**src/rtl/bufc_pkg.sv**
```systemverilog
package bufc_pkg;

  localparam int CMD_W = 16;
  localparam int OP_W  = 4;
  localparam int ARG_W = 12;

  typedef enum logic [OP_W-1:0] {
    OP_IBASE = 4'h0,
    OP_ILIM  = 4'h1,
    OP_ILEN  = 4'h2,
    OP_OBASE = 4'h3,
    OP_OLIM  = 4'h4,
    OP_OLEN  = 4'h5,
    OP_RESET = 4'h6
  } op_e;

  // decoded action of one command word, valid in the cycle of the strobe
  typedef struct packed {
    logic             clr;
    logic             ilen_ld;
    logic             olen_ld;
    logic [ARG_W-1:0] arg;
  } ctl_t;

  // right-justify a 16-bit sample when the byte mode is selected
  function automatic logic [15:0] justify(input logic [15:0] w, input logic narrow);
    return narrow ? {8'h00, w[7:0]} : w;
  endfunction

endpackage

```
**src/rtl/bufc_cmd_dec.sv**
```systemverilog
module bufc_cmd_dec
  import bufc_pkg::*;
#(
  parameter int AW = 10
) (
  input  logic                 clk,
  input  logic                 rst_n,
  input  logic                 cmd_we,
  input  logic [CMD_W-1:0]     cmd_word,
  output logic [AW-1:0]        ibase,
  output logic [AW-1:0]        ilim,
  output logic [AW-1:0]        obase,
  output logic [AW-1:0]        olim,
  output ctl_t                 ctl
);

  localparam int NCFG = 4;

  logic [OP_W-1:0]  op;
  logic [ARG_W-1:0] arg;
  logic [AW-1:0]    cfg_q [NCFG];

  assign op  = cmd_word[CMD_W-1 -: OP_W];
  assign arg = cmd_word[ARG_W-1:0];

  // slot g is loaded by opcode g for the inputs, g+1 for the outputs
  function automatic logic [OP_W-1:0] slot_op(input int g);
    return (g < 2) ? OP_W'(g) : OP_W'(g + 1);
  endfunction

  // reset value of each slot: bases at zero, limits at the top address
  function automatic logic [AW-1:0] slot_init(input int g);
    return (g % 2 == 1) ? {AW{1'b1}} : {AW{1'b0}};
  endfunction

  for (genvar g = 0; g < NCFG; g++) begin : g_cfg
    always_ff @(posedge clk or negedge rst_n) begin
      if (!rst_n)
        cfg_q[g] <= slot_init(g);
      else if (cmd_we && op == slot_op(g))
        cfg_q[g] <= arg[AW-1:0];
    end
  end

  assign ibase = cfg_q[0];
  assign ilim  = cfg_q[1];
  assign obase = cfg_q[2];
  assign olim  = cfg_q[3];

  always_comb begin
    ctl.arg     = arg;
    ctl.ilen_ld = cmd_we && (op == OP_ILEN);
    ctl.olen_ld = cmd_we && (op == OP_OLEN);
    ctl.clr     = cmd_we && (op >= OP_RESET);
  end

  p_base_load_r1: assert property (@(posedge clk) disable iff (!rst_n)
    (cmd_we && op == OP_IBASE) |=> ibase == $past(cmd_word[AW-1:0]));

  p_cfg_kept_r9: assert property (@(posedge clk) disable iff (!rst_n)
    (cmd_we && op >= OP_RESET) |=> ($stable(ibase) && $stable(ilim) && $stable(obase) && $stable(olim)));

endmodule

```
**src/rtl/bufc_in_path.sv**
```systemverilog
module bufc_in_path
  import bufc_pkg::*;
#(
  parameter int AW  = 10,
  parameter int ILW = 12,
  parameter int DW  = 16
) (
  input  logic          clk,
  input  logic          rst_n,
  input  ctl_t          ctl,
  input  logic [AW-1:0] ibase,
  input  logic [AW-1:0] ilim,
  input  logic          sw_we,
  input  logic [AW-1:0] sw_ptr,
  input  logic          mode_8b,
  input  logic          in_valid,
  input  logic [DW-1:0] in_data,
  output logic          ram_we,
  output logic [AW-1:0] ram_waddr,
  output logic [DW-1:0] ram_wdata,
  output logic [AW-1:0] iwp,
  output logic          len_neg
);

  logic [AW-1:0]  iwp_q, iwp_nx;
  logic [ILW-1:0] ilen_q;
  logic           take;

  assign take   = in_valid;
  assign iwp_nx = (iwp_q == ilim) ? ibase : iwp_q + 1'b1;

  always_ff @(posedge clk or negedge rst_n) begin
    if (!rst_n)          iwp_q <= '0;
    else if (ctl.clr)    iwp_q <= '0;
    else if (sw_we)      iwp_q <= sw_ptr;
    else if (take)       iwp_q <= iwp_nx;
  end

  always_ff @(posedge clk or negedge rst_n) begin
    if (!rst_n)          ilen_q <= '0;
    else if (ctl.clr)    ilen_q <= '0;
    else if (ctl.ilen_ld) ilen_q <= ctl.arg[ILW-1:0];
    else if (take)       ilen_q <= ilen_q - 1'b1;
  end

  assign ram_we    = take;
  assign ram_waddr = iwp_q;
  assign ram_wdata = justify(in_data, mode_8b);
  assign iwp       = iwp_q;
  assign len_neg   = ilen_q[ILW-1];

  p_step_r3: assert property (@(posedge clk) disable iff (!rst_n)
    (take && !ctl.clr && !sw_we && iwp_q != ilim) |=> iwp_q == $past(iwp_q) + 1'b1);

  p_wrap_r4: assert property (@(posedge clk) disable iff (!rst_n)
    (take && !ctl.clr && !sw_we && iwp_q == ilim) |=> iwp_q == $past(ibase));

  p_count_r5: assert property (@(posedge clk) disable iff (!rst_n)
    (take && !ctl.clr && !ctl.ilen_ld) |=> ilen_q == $past(ilen_q) - 1'b1);

  p_sw_wins_r10: assert property (@(posedge clk) disable iff (!rst_n)
    (sw_we && !ctl.clr) |=> iwp_q == $past(sw_ptr));

  p_clear_r9: assert property (@(posedge clk) disable iff (!rst_n)
    ctl.clr |=> (iwp_q == '0 && !len_neg));

endmodule

```
**src/rtl/bufc_out_path.sv**
```systemverilog
module bufc_out_path
  import bufc_pkg::*;
#(
  parameter int AW  = 10,
  parameter int OLW = 11,
  parameter int DW  = 16
) (
  input  logic          clk,
  input  logic          rst_n,
  input  ctl_t          ctl,
  input  logic [AW-1:0] obase,
  input  logic [AW-1:0] olim,
  input  logic          sw_we,
  input  logic [AW-1:0] sw_ptr,
  input  logic          mode_8b,
  input  logic          out_ready,
  output logic          out_valid,
  output logic [DW-1:0] out_data,
  output logic          ram_re,
  output logic [AW-1:0] ram_raddr,
  input  logic [DW-1:0] ram_rdata,
  output logic [AW-1:0] orp
);

  logic [AW-1:0]  orp_q, orp_nx;
  logic [OLW-1:0] olen_q;
  logic           pend_q, hold_q;
  logic [DW-1:0]  data_q;
  logic           fetch;

  assign fetch  = !pend_q && !hold_q && (olen_q != '0) && !ctl.clr;
  assign orp_nx = (orp_q == olim) ? obase : orp_q + 1'b1;

  always_ff @(posedge clk or negedge rst_n) begin
    if (!rst_n)          orp_q <= '0;
    else if (ctl.clr)    orp_q <= '0;
    else if (sw_we)      orp_q <= sw_ptr;
    else if (fetch)      orp_q <= orp_nx;
  end

  always_ff @(posedge clk or negedge rst_n) begin
    if (!rst_n)           olen_q <= '0;
    else if (ctl.clr)     olen_q <= '0;
    else if (ctl.olen_ld) olen_q <= ctl.arg[OLW-1:0];
    else if (fetch)       olen_q <= olen_q - 1'b1;
  end

  always_ff @(posedge clk or negedge rst_n) begin
    if (!rst_n) begin
      pend_q <= 1'b0;
      hold_q <= 1'b0;
    end else if (ctl.clr) begin
      pend_q <= 1'b0;
      hold_q <= 1'b0;
    end else begin
      pend_q <= fetch;
      if (pend_q)                 hold_q <= 1'b1;
      else if (hold_q && out_ready) hold_q <= 1'b0;
    end
  end

  always_ff @(posedge clk or negedge rst_n) begin
    if (!rst_n)      data_q <= '0;
    else if (pend_q) data_q <= justify(ram_rdata, mode_8b);
  end

  assign ram_re    = fetch;
  assign ram_raddr = orp_q;
  assign out_valid = hold_q;
  assign out_data  = data_q;
  assign orp       = orp_q;

  p_hold_r7: assert property (@(posedge clk) disable iff (!rst_n)
    (hold_q && !out_ready && !ctl.clr) |=> (hold_q && $stable(data_q)));

  p_fill_r7: assert property (@(posedge clk) disable iff (!rst_n)
    (pend_q && !ctl.clr) |=> hold_q);

  p_meter_r6: assert property (@(posedge clk) disable iff (!rst_n)
    (ram_re && !ctl.olen_ld) |=> olen_q == $past(olen_q) - 1'b1);

  p_wrap_r4: assert property (@(posedge clk) disable iff (!rst_n)
    (ram_re && !sw_we && orp_q == olim) |=> orp_q == $past(obase));

  p_flush_r9: assert property (@(posedge clk) disable iff (!rst_n)
    ctl.clr |=> (!hold_q && !pend_q && orp_q == '0));

endmodule

```
**src/rtl/bufc_top.sv**
```systemverilog
module bufc_top
  import bufc_pkg::*;
#(
  parameter int AW  = 10,
  parameter int ILW = 12,
  parameter int OLW = 11,
  parameter int DW  = 16
) (
  input  logic          clk,
  input  logic          rst_n,
  input  logic          cmd_we,
  input  logic [15:0]   cmd_word,
  input  logic          iwp_we,
  input  logic [15:0]   iwp_wdata,
  input  logic          orp_we,
  input  logic [15:0]   orp_wdata,
  output logic [15:0]   iwp_rdata,
  output logic [15:0]   orp_rdata,
  input  logic          mode_8b,
  input  logic          in_valid,
  output logic          in_ready,
  input  logic [DW-1:0] in_data,
  output logic          in_len_neg,
  output logic          out_valid,
  input  logic          out_ready,
  output logic [DW-1:0] out_data,
  output logic          ram_we,
  output logic [AW-1:0] ram_waddr,
  output logic [DW-1:0] ram_wdata,
  output logic          ram_re,
  output logic [AW-1:0] ram_raddr,
  input  logic [DW-1:0] ram_rdata
);

  localparam int PAD = 16 - AW;

  logic [AW-1:0] ibase, ilim, obase, olim;
  logic [AW-1:0] iwp, orp;
  ctl_t          ctl;

  bufc_cmd_dec #(.AW(AW)) u_dec (
    .clk(clk), .rst_n(rst_n), .cmd_we(cmd_we), .cmd_word(cmd_word),
    .ibase(ibase), .ilim(ilim), .obase(obase), .olim(olim), .ctl(ctl)
  );

  bufc_in_path #(.AW(AW), .ILW(ILW), .DW(DW)) u_in (
    .clk(clk), .rst_n(rst_n), .ctl(ctl), .ibase(ibase), .ilim(ilim),
    .sw_we(iwp_we), .sw_ptr(iwp_wdata[AW-1:0]), .mode_8b(mode_8b),
    .in_valid(in_valid), .in_data(in_data),
    .ram_we(ram_we), .ram_waddr(ram_waddr), .ram_wdata(ram_wdata),
    .iwp(iwp), .len_neg(in_len_neg)
  );

  bufc_out_path #(.AW(AW), .OLW(OLW), .DW(DW)) u_out (
    .clk(clk), .rst_n(rst_n), .ctl(ctl), .obase(obase), .olim(olim),
    .sw_we(orp_we), .sw_ptr(orp_wdata[AW-1:0]), .mode_8b(mode_8b),
    .out_ready(out_ready), .out_valid(out_valid), .out_data(out_data),
    .ram_re(ram_re), .ram_raddr(ram_raddr), .ram_rdata(ram_rdata),
    .orp(orp)
  );

  assign in_ready  = rst_n;
  assign iwp_rdata = {{PAD{1'b0}}, iwp};
  assign orp_rdata = {{PAD{1'b0}}, orp};

  p_store_r3: assert property (@(posedge clk) disable iff (!rst_n)
    in_valid |-> (ram_we && ram_waddr == iwp_rdata[AW-1:0]));

endmodule

```
**config.mk**
```make
export PLATFORM = sky130hd
export DESIGN_NAME = bufc_top
export DESIGN_NICKNAME = d
export VERILOG_FILES = /design/src/rtl/bufc_pkg.sv /design/src/rtl/bufc_cmd_dec.sv /design/src/rtl/bufc_in_path.sv /design/src/rtl/bufc_out_path.sv /design/src/rtl/bufc_top.sv
export SDC_FILE = /design/constraint.sdc
export NUM_CORES = 1
export LEC_CHECK = 0
export BUFFER_PORTS_ARGS = -buffer_cell sky130_fd_sc_hd__buf_2
export CORE_UTILIZATION = 40
export DETAILED_ROUTE_END_ITERATION = 7
export PLACE_DENSITY = 0.67
export SLEW_MARGIN = 20
export SYNTH_ARGS = -nofsm -noshare
export SYNTH_HDL_FRONTEND = slang
export SYNTH_SLANG_ARGS = --single-unit
```
**constraint.sdc**
```tcl
create_clock -name clk -period 1.9 [get_ports clk]
set_input_delay 0.19 -clock clk [delete_from_list [all_inputs] [get_ports clk]]
set_output_delay 0.19 -clock clk [all_outputs]
set_load 0.005 [all_outputs]
```
* After elaboration in Yosys (flattened, before gate mapping)
Index checks and enable logic that the tools add are counted.
** Storage, ports and cells
- Register bits :: 101
- Input port bits :: 88
- Output and inout bits :: 89
- Logic and storage cells :: 64
** Cells by class
- $add $sub $neg :: 4
- Magnitude comparators :: 1
- Eq/ne operators :: 7
- Mux-type cells :: 20
- Reduce and logical (&&, ||, !) cells :: 21
** Operator list (count)
- $mux W10 :: 8
- $mux W12 :: 3
- $mux W11 :: 3
- $mux W16 :: 2
- $add A10 B1 Y10 const B :: 2
- $eq A10 B10 Y1 :: 2
- $reduce_bool A3 Y1 :: 5
- $sub A12 B1 Y12 const B :: 1
- $logic_and A1 B1 Y1 :: 11
- $reduce_bool A11 Y1 :: 1
- $sub A11 B1 Y11 const B :: 1
- $eq A4 B2 Y1 const B :: 2
- $eq A4 B3 Y1 const B :: 2
- $eq A4 B1 Y1 const B :: 1
- $ge A4 B3 Y1 const B :: 1
- $logic_not A4 Y1 :: 1
- $mux W1 :: 4
- $logic_not A1 Y1 :: 3

* Logic depth before layout (Yosys ltp)
- Word-level depth :: 7
- Mapped depth :: 7
- Gate-level depth less buffers :: 7

* Cells and area by module
From an unflattened synthesis, not the netlist that was laid out.
** Unflattened totals
- Cells, all modules :: 593
- Area total of the unflattened synthesis :: 6118.4 um^2
** Modules (own cells, without submodules)
- bufc_out_path :: times used 1, cells an instance 254, area an instance 2406.1 um^2, seq. area each 975.9 um^2
- bufc_in_path :: times used 1, cells an instance 220, area an instance 1941.9 um^2, seq. area each 550.5 um^2
- bufc_cmd_dec :: times used 1, cells an instance 105, area an instance 1669.1 um^2, seq. area each 1026.0 um^2
- bufc_top :: times used 1, cells an instance 14, area an instance 101.3 um^2, seq. area each 0.0 um^2

* Least setup slack after synthesis
OpenSTA, ideal clock, no wires.
- Path kind :: flip-flop to flip-flop
- Start point :: reg u_in.ilen_q[4]
- End point :: reg u_in.ilen_q[10]
- Setup time :: 133 ps
- Arrival :: 1615 ps
- Required time :: 1767 ps
- Path slack :: 152 ps
- Stages on the path, launching flop included :: 6
- Buffers on the path :: 0
- Clock period less this slack :: 1748 ps
- Path through :: dfrtp_1 > or4_4 > nor4_4 > nor3b_2 > xnor2_1 > a21oi_2
** Between the ends
- Cells in the longest elaborated chain, start to end :: 4
** Ends and longest elaborated chain
- start, declared :: line bufc_in_path.sv:26 : logic [ILW-1:0] ilen_q;
- start signal, assigned :: line bufc_in_path.sv:42 : else if (ctl.ilen_ld) ilen_q <= ctl.arg[ILW-1:0];
- start signal, assigned :: line bufc_in_path.sv:43 : else if (take) ilen_q <= ilen_q - 1'b1;
- $sub A12 B1 Y12 :: line bufc_in_path.sv:43
- $mux W12 :: line bufc_in_path.sv:43
- $mux W12 :: line bufc_in_path.sv:42
- $mux W12 :: line bufc_in_path.sv:41 : else if (ctl.clr) ilen_q <= '0;
No other way between the ends. The select of a mux whose other input is x is not followed.
A chain may end at the register's enable or synchronous reset.

* Worst setup path after layout
- Start point :: reg u_dec.cfg_q (netlist bit u_dec.ilim[2])
- End point :: reg u_in.iwp_q[0] (netlist: u_in.iwp[0])
** Between the ends
- Cells in the longest elaborated chain, start to end :: 5
** Ends and longest elaborated chain
- start, declared :: line bufc_cmd_dec.sv:21 : logic [AW-1:0] cfg_q [NCFG];
- start signal, assigned by index :: line bufc_cmd_dec.sv:39 : cfg_q[g] <= slot_init(g);
- start signal, assigned by index :: line bufc_cmd_dec.sv:41 : cfg_q[g] <= arg[AW-1:0];
- $eq A10 B10 Y1 :: line bufc_in_path.sv:30 : assign iwp_nx = (iwp_q == ilim) ? ibase : iwp_q + 1'b1;
- $mux W10 :: line bufc_in_path.sv:30
- $mux W10 :: line bufc_in_path.sv:36 : else if (take) iwp_q <= iwp_nx;
- $mux W10 :: line bufc_in_path.sv:35 : else if (sw_we) iwp_q <= sw_ptr;
- $mux W10 :: line bufc_in_path.sv:34 : else if (ctl.clr) iwp_q <= '0;
- end signal, assigned :: line bufc_in_path.sv:35
- end signal, assigned :: line bufc_in_path.sv:36
- end, declared :: line bufc_in_path.sv:25 : logic [AW-1:0] iwp_q, iwp_nx;
No other way between the ends. The select of a mux whose other input is x is not followed.

==> results.json <==
{
  "status": "finished, final reports clean",
  "dp_hpwl_mm": 10.8,
  "cp-start-kind": "register",
  "via_per_inst": 5.35,
  "cellLeakagePower_uw": 0.00330,
  "drt_wl_total_mm": 14.8,
  "period_needed_ns": 1.90,
  "synth_top_area_share_pct": 35.7,
  "synthFlopType": "dfrtp_1",
  "ios": 177,
  "slowest_delay_ns": 0.54,
  "ff2ff_path_depth": 6,
  "grt_max_degree": 61,
  "synth_seq_area_share_pct": 44.9,
  "cap_violations": 0,
  "die_height_um": 121,
  "tightestPinTransition_ns": 0.499,
  "ir_drop_uv": 844,
  "nets": 774,
  "cp.arrival_ns": 2.17,
  "r2r-start": "u_dec.ilim[2]",
  "clock_latency_ns": 0.36,
  "min_to": "u_out.out_data[5]",
  "slew_headroom_pct": 66.7,
  "synth_most_common_cell": "dfrtp_1",
  "setup_tns_ns": 0,
  "track_usage_pct": 21.6,
  "utilization_pct": 50.2,
  "antenna_cells": 0,
  "grt.overflow.total": 0,
  "wl_per_cell_um": 17.0,
  "gp_congestion": 0.901,
  "whs_ns": 0.0606,
  "rsz0062_at_grt": "yes",
  "path_class": "register to register",
  "synth_top_cell_by_area": "dfrtp_1",
  "yosysWarnings": 0,
  "yosysUniqueCellTypes": 56,
  "first_pass_iters": 4,
  "yosys_register_bits": 101,
  "dr_wl_met2_mm": 7.23,
  "grt_pass1_vias": 4704,
  "antenna_found_initial": 0,
  "wl_met3_um": 964,
  "syn_avg_cell_area_um2": 10.4,
  "nFillCells": 1254,
  "cp_max_fo": 3,
  "async_reset_ff_share_pct": 100,
  "worst-path-buf-inv": 1,
  "ctsHtreeMaxLevel": 3,
  "fin_crit_sh_pct": 99.8,
  "maxSlewViolCount": 0,
  "ctsRootBufferMaster": "clkbuf_16",
  "finalClockSkew_ns": 0.00987,
  "setup_viol": 0,
  "reg2reg_slack_ns": 0.005,
  "ant_nets": 0,
  "hold_depth": 2,
  "timing_hold_violations_final": 0,
  "portBuffers": 136,
  "tritoncts": "done",
  "drt_iter0_markers": 276,
  "r2r-end": "u_in.iwp[0]",
  "placed_area_um2": 6550,
  "drive_above_1_share_pct": 41.2,
  "power_density_nw_per_um2": 1230,
  "die_area_um2": 14700,
  "clockBufferDepth": 2,
  "die_w_um": 121,
  "min-delay-start": "ram_rdata[5]",
  "vias": 4638,
  "max_freq_mhz": 528,
  "critPathCaptureType": "register",
  "netlist_instances": 545,
  "remaining_drc_errors": 0,
  "syn_area_um2": 5680,
  "holdCritPathClass": "input pin to register",
  "postLayoutCellArea_um2": 6970,
  "synth_area_leaders": "dfrtp_1 (36%), mux2_2 (9.5%), dfstp_2 (9.2%)",
  "clkTransAtPathRegs_ns": 0.07,
  "clock-sinks": 101,
  "cpLargestDelayFamily": "simple AND/OR/NAND/NOR gates",
  "rows": 43,
  "synth_edf_count": 0,
  "start_util_pct": 40.9,
  "cts_buffers": 9,
  "areaGrowthSynthToFinish_pct": 22.6,
  "crit_required_ns": 2.18,
  "highest_layer": "met4",
  "synthTopCellsByCount": "dfrtp_1 (81), mux2_2 (48), buf_4 (42)",
  "crit_path_cell_trace": "xor2_1, nor4_2, nand4_1, buf_4, or3_1, a31oi_1",
  "wl_met1_mm": 6.21,
  "coreArea_um2": 13900,
  "cpMaxStageDelayCell": "dfstp_2",
  "grt_pass1_wl_mm": 24.2
}
-- area by class of cell --
type,count,area [um2],area share [%]
Timing Repair Buffer,182,1060,15.2
Multi-Input combinational cell,366,2730,39.2
Clock buffer,12,256,3.68
Sequential cell,101,2550,36.7
Clock inverter,4,55.1,0.790
Inverter,22,82.6,1.19
Tap cell,180,225,3.23
-- routing by layer --
metal / vias up / track usage, %
met3: 28 / 5.26
met2: 191 / 36.2
met5: - / 0
met4: 0 / 8.56
met1: 2268 / 26.8
li1: 2151 / -
-- metrics by stage --
step	instances	setup WS, ns	power (uW)
6_report	867	0.00469	8590
5_1_grt	867	-0.102	9150
4_1_cts	864	-0.0651	8520
3_5_place_dp	846	-0.0579	6500
3_3_place_gp	846	0.00209	6360
2_1_floorplan	556	0.152	5380
-- repair_timing --
item | 4_1_cts | 5_1_grt
setup endpoints to repair | 6 | 19
hold endpoints to repair | 59 | 0
gates resized for setup | 6 | 10
pin swaps | 2 | 9
buffers inserted | 1 | 3
hold buffers | 1 | 0
-- layout by cell type, fill, tap and decap left out, types with 3 or more instances in the layout --
cell / instances
nand3_1: 14
nor4_1: 9
a211oi_1: 7
dfrtp_1: 80
xor2_1: 27
nand3b_1: 9
a21oi_1: 26
o22ai_1: 5
nor2_1: 32
xnor2_1: 28
o21ai_0: 31
a311oi_1: 3
inv_1: 22
mux2_2: 48
a32oi_1: 7
and3_1: 5
dfstp_2: 20
buf_2: 134
conb_1: 12
nand4_1: 5
nand2b_1: 3
ha_1: 3
mux2i_1: 17
buf_4: 44
nor2b_1: 10
nand2_1: 15
nor4_2: 3
o2111ai_1: 5
nor4_4: 3
clkbuf_16: 9
nor3_1: 9
-- cell families (layout without fill, tap and decap cells) --
kind of cell	count (synthesis)	in the layout	share of synthesized area [%]
buffers and inverters	89	220	8.85
other	1	12	0.0660
multiplexers	67	67	12.9
XOR/XNOR	55	55	8.48
adder cells (fa/ha/maj)	4	4	0.881
AND/OR/NAND/NOR	130	130	13.1
flip-flops	101	101	44.9
AO/OA/AOI/OAI	98	98	10.9
-- flip-flops by register name, indices dropped and copies added (netlist names) --
name and count:
u_dec.olim 10, u_dec.obase 10, u_in.iwp 10, u_out.out_data 16
u_out.orp 10, u_dec.ilim 10, u_out.pend_q 1, u_dec.ibase 10
u_out.olen_q 11, u_out.out_valid 1, u_in.ilen_q 12
-- report_power, final --
| group | internal (uW) | leakage, uW | switching [uW] |
|---|---|---|---|
| clock network | 1100 | 0.000149 | 838 |
| registers | 2890 | 0.00124 | 563 |
| logic | 1650 | 0.00191 | 1550 |
| total | 5640 | 0.00330 | 2950 |
-- worst max-delay path by stage --
stage,startpoint,endpoint,cells past startpoint,slack [ns]
4_1_cts,u_out.olen_q[1],ram_re,6,-0.07
3_3_place_gp,u_dec.ilim[5],u_in.iwp[4],6,0.002
6_report,u_dec.ilim[2],u_in.iwp[0],6,0.005
3_5_place_dp,u_dec.ilim[5],u_in.iwp[1],6,-0.06
5_1_grt,u_dec.ilim[2],u_in.iwp[0],6,-0.10
2_1_floorplan,u_in.ilen_q[4],u_in.ilen_q[10],5,0.15
No activity file was read; power rests on OpenSTA's default activity.
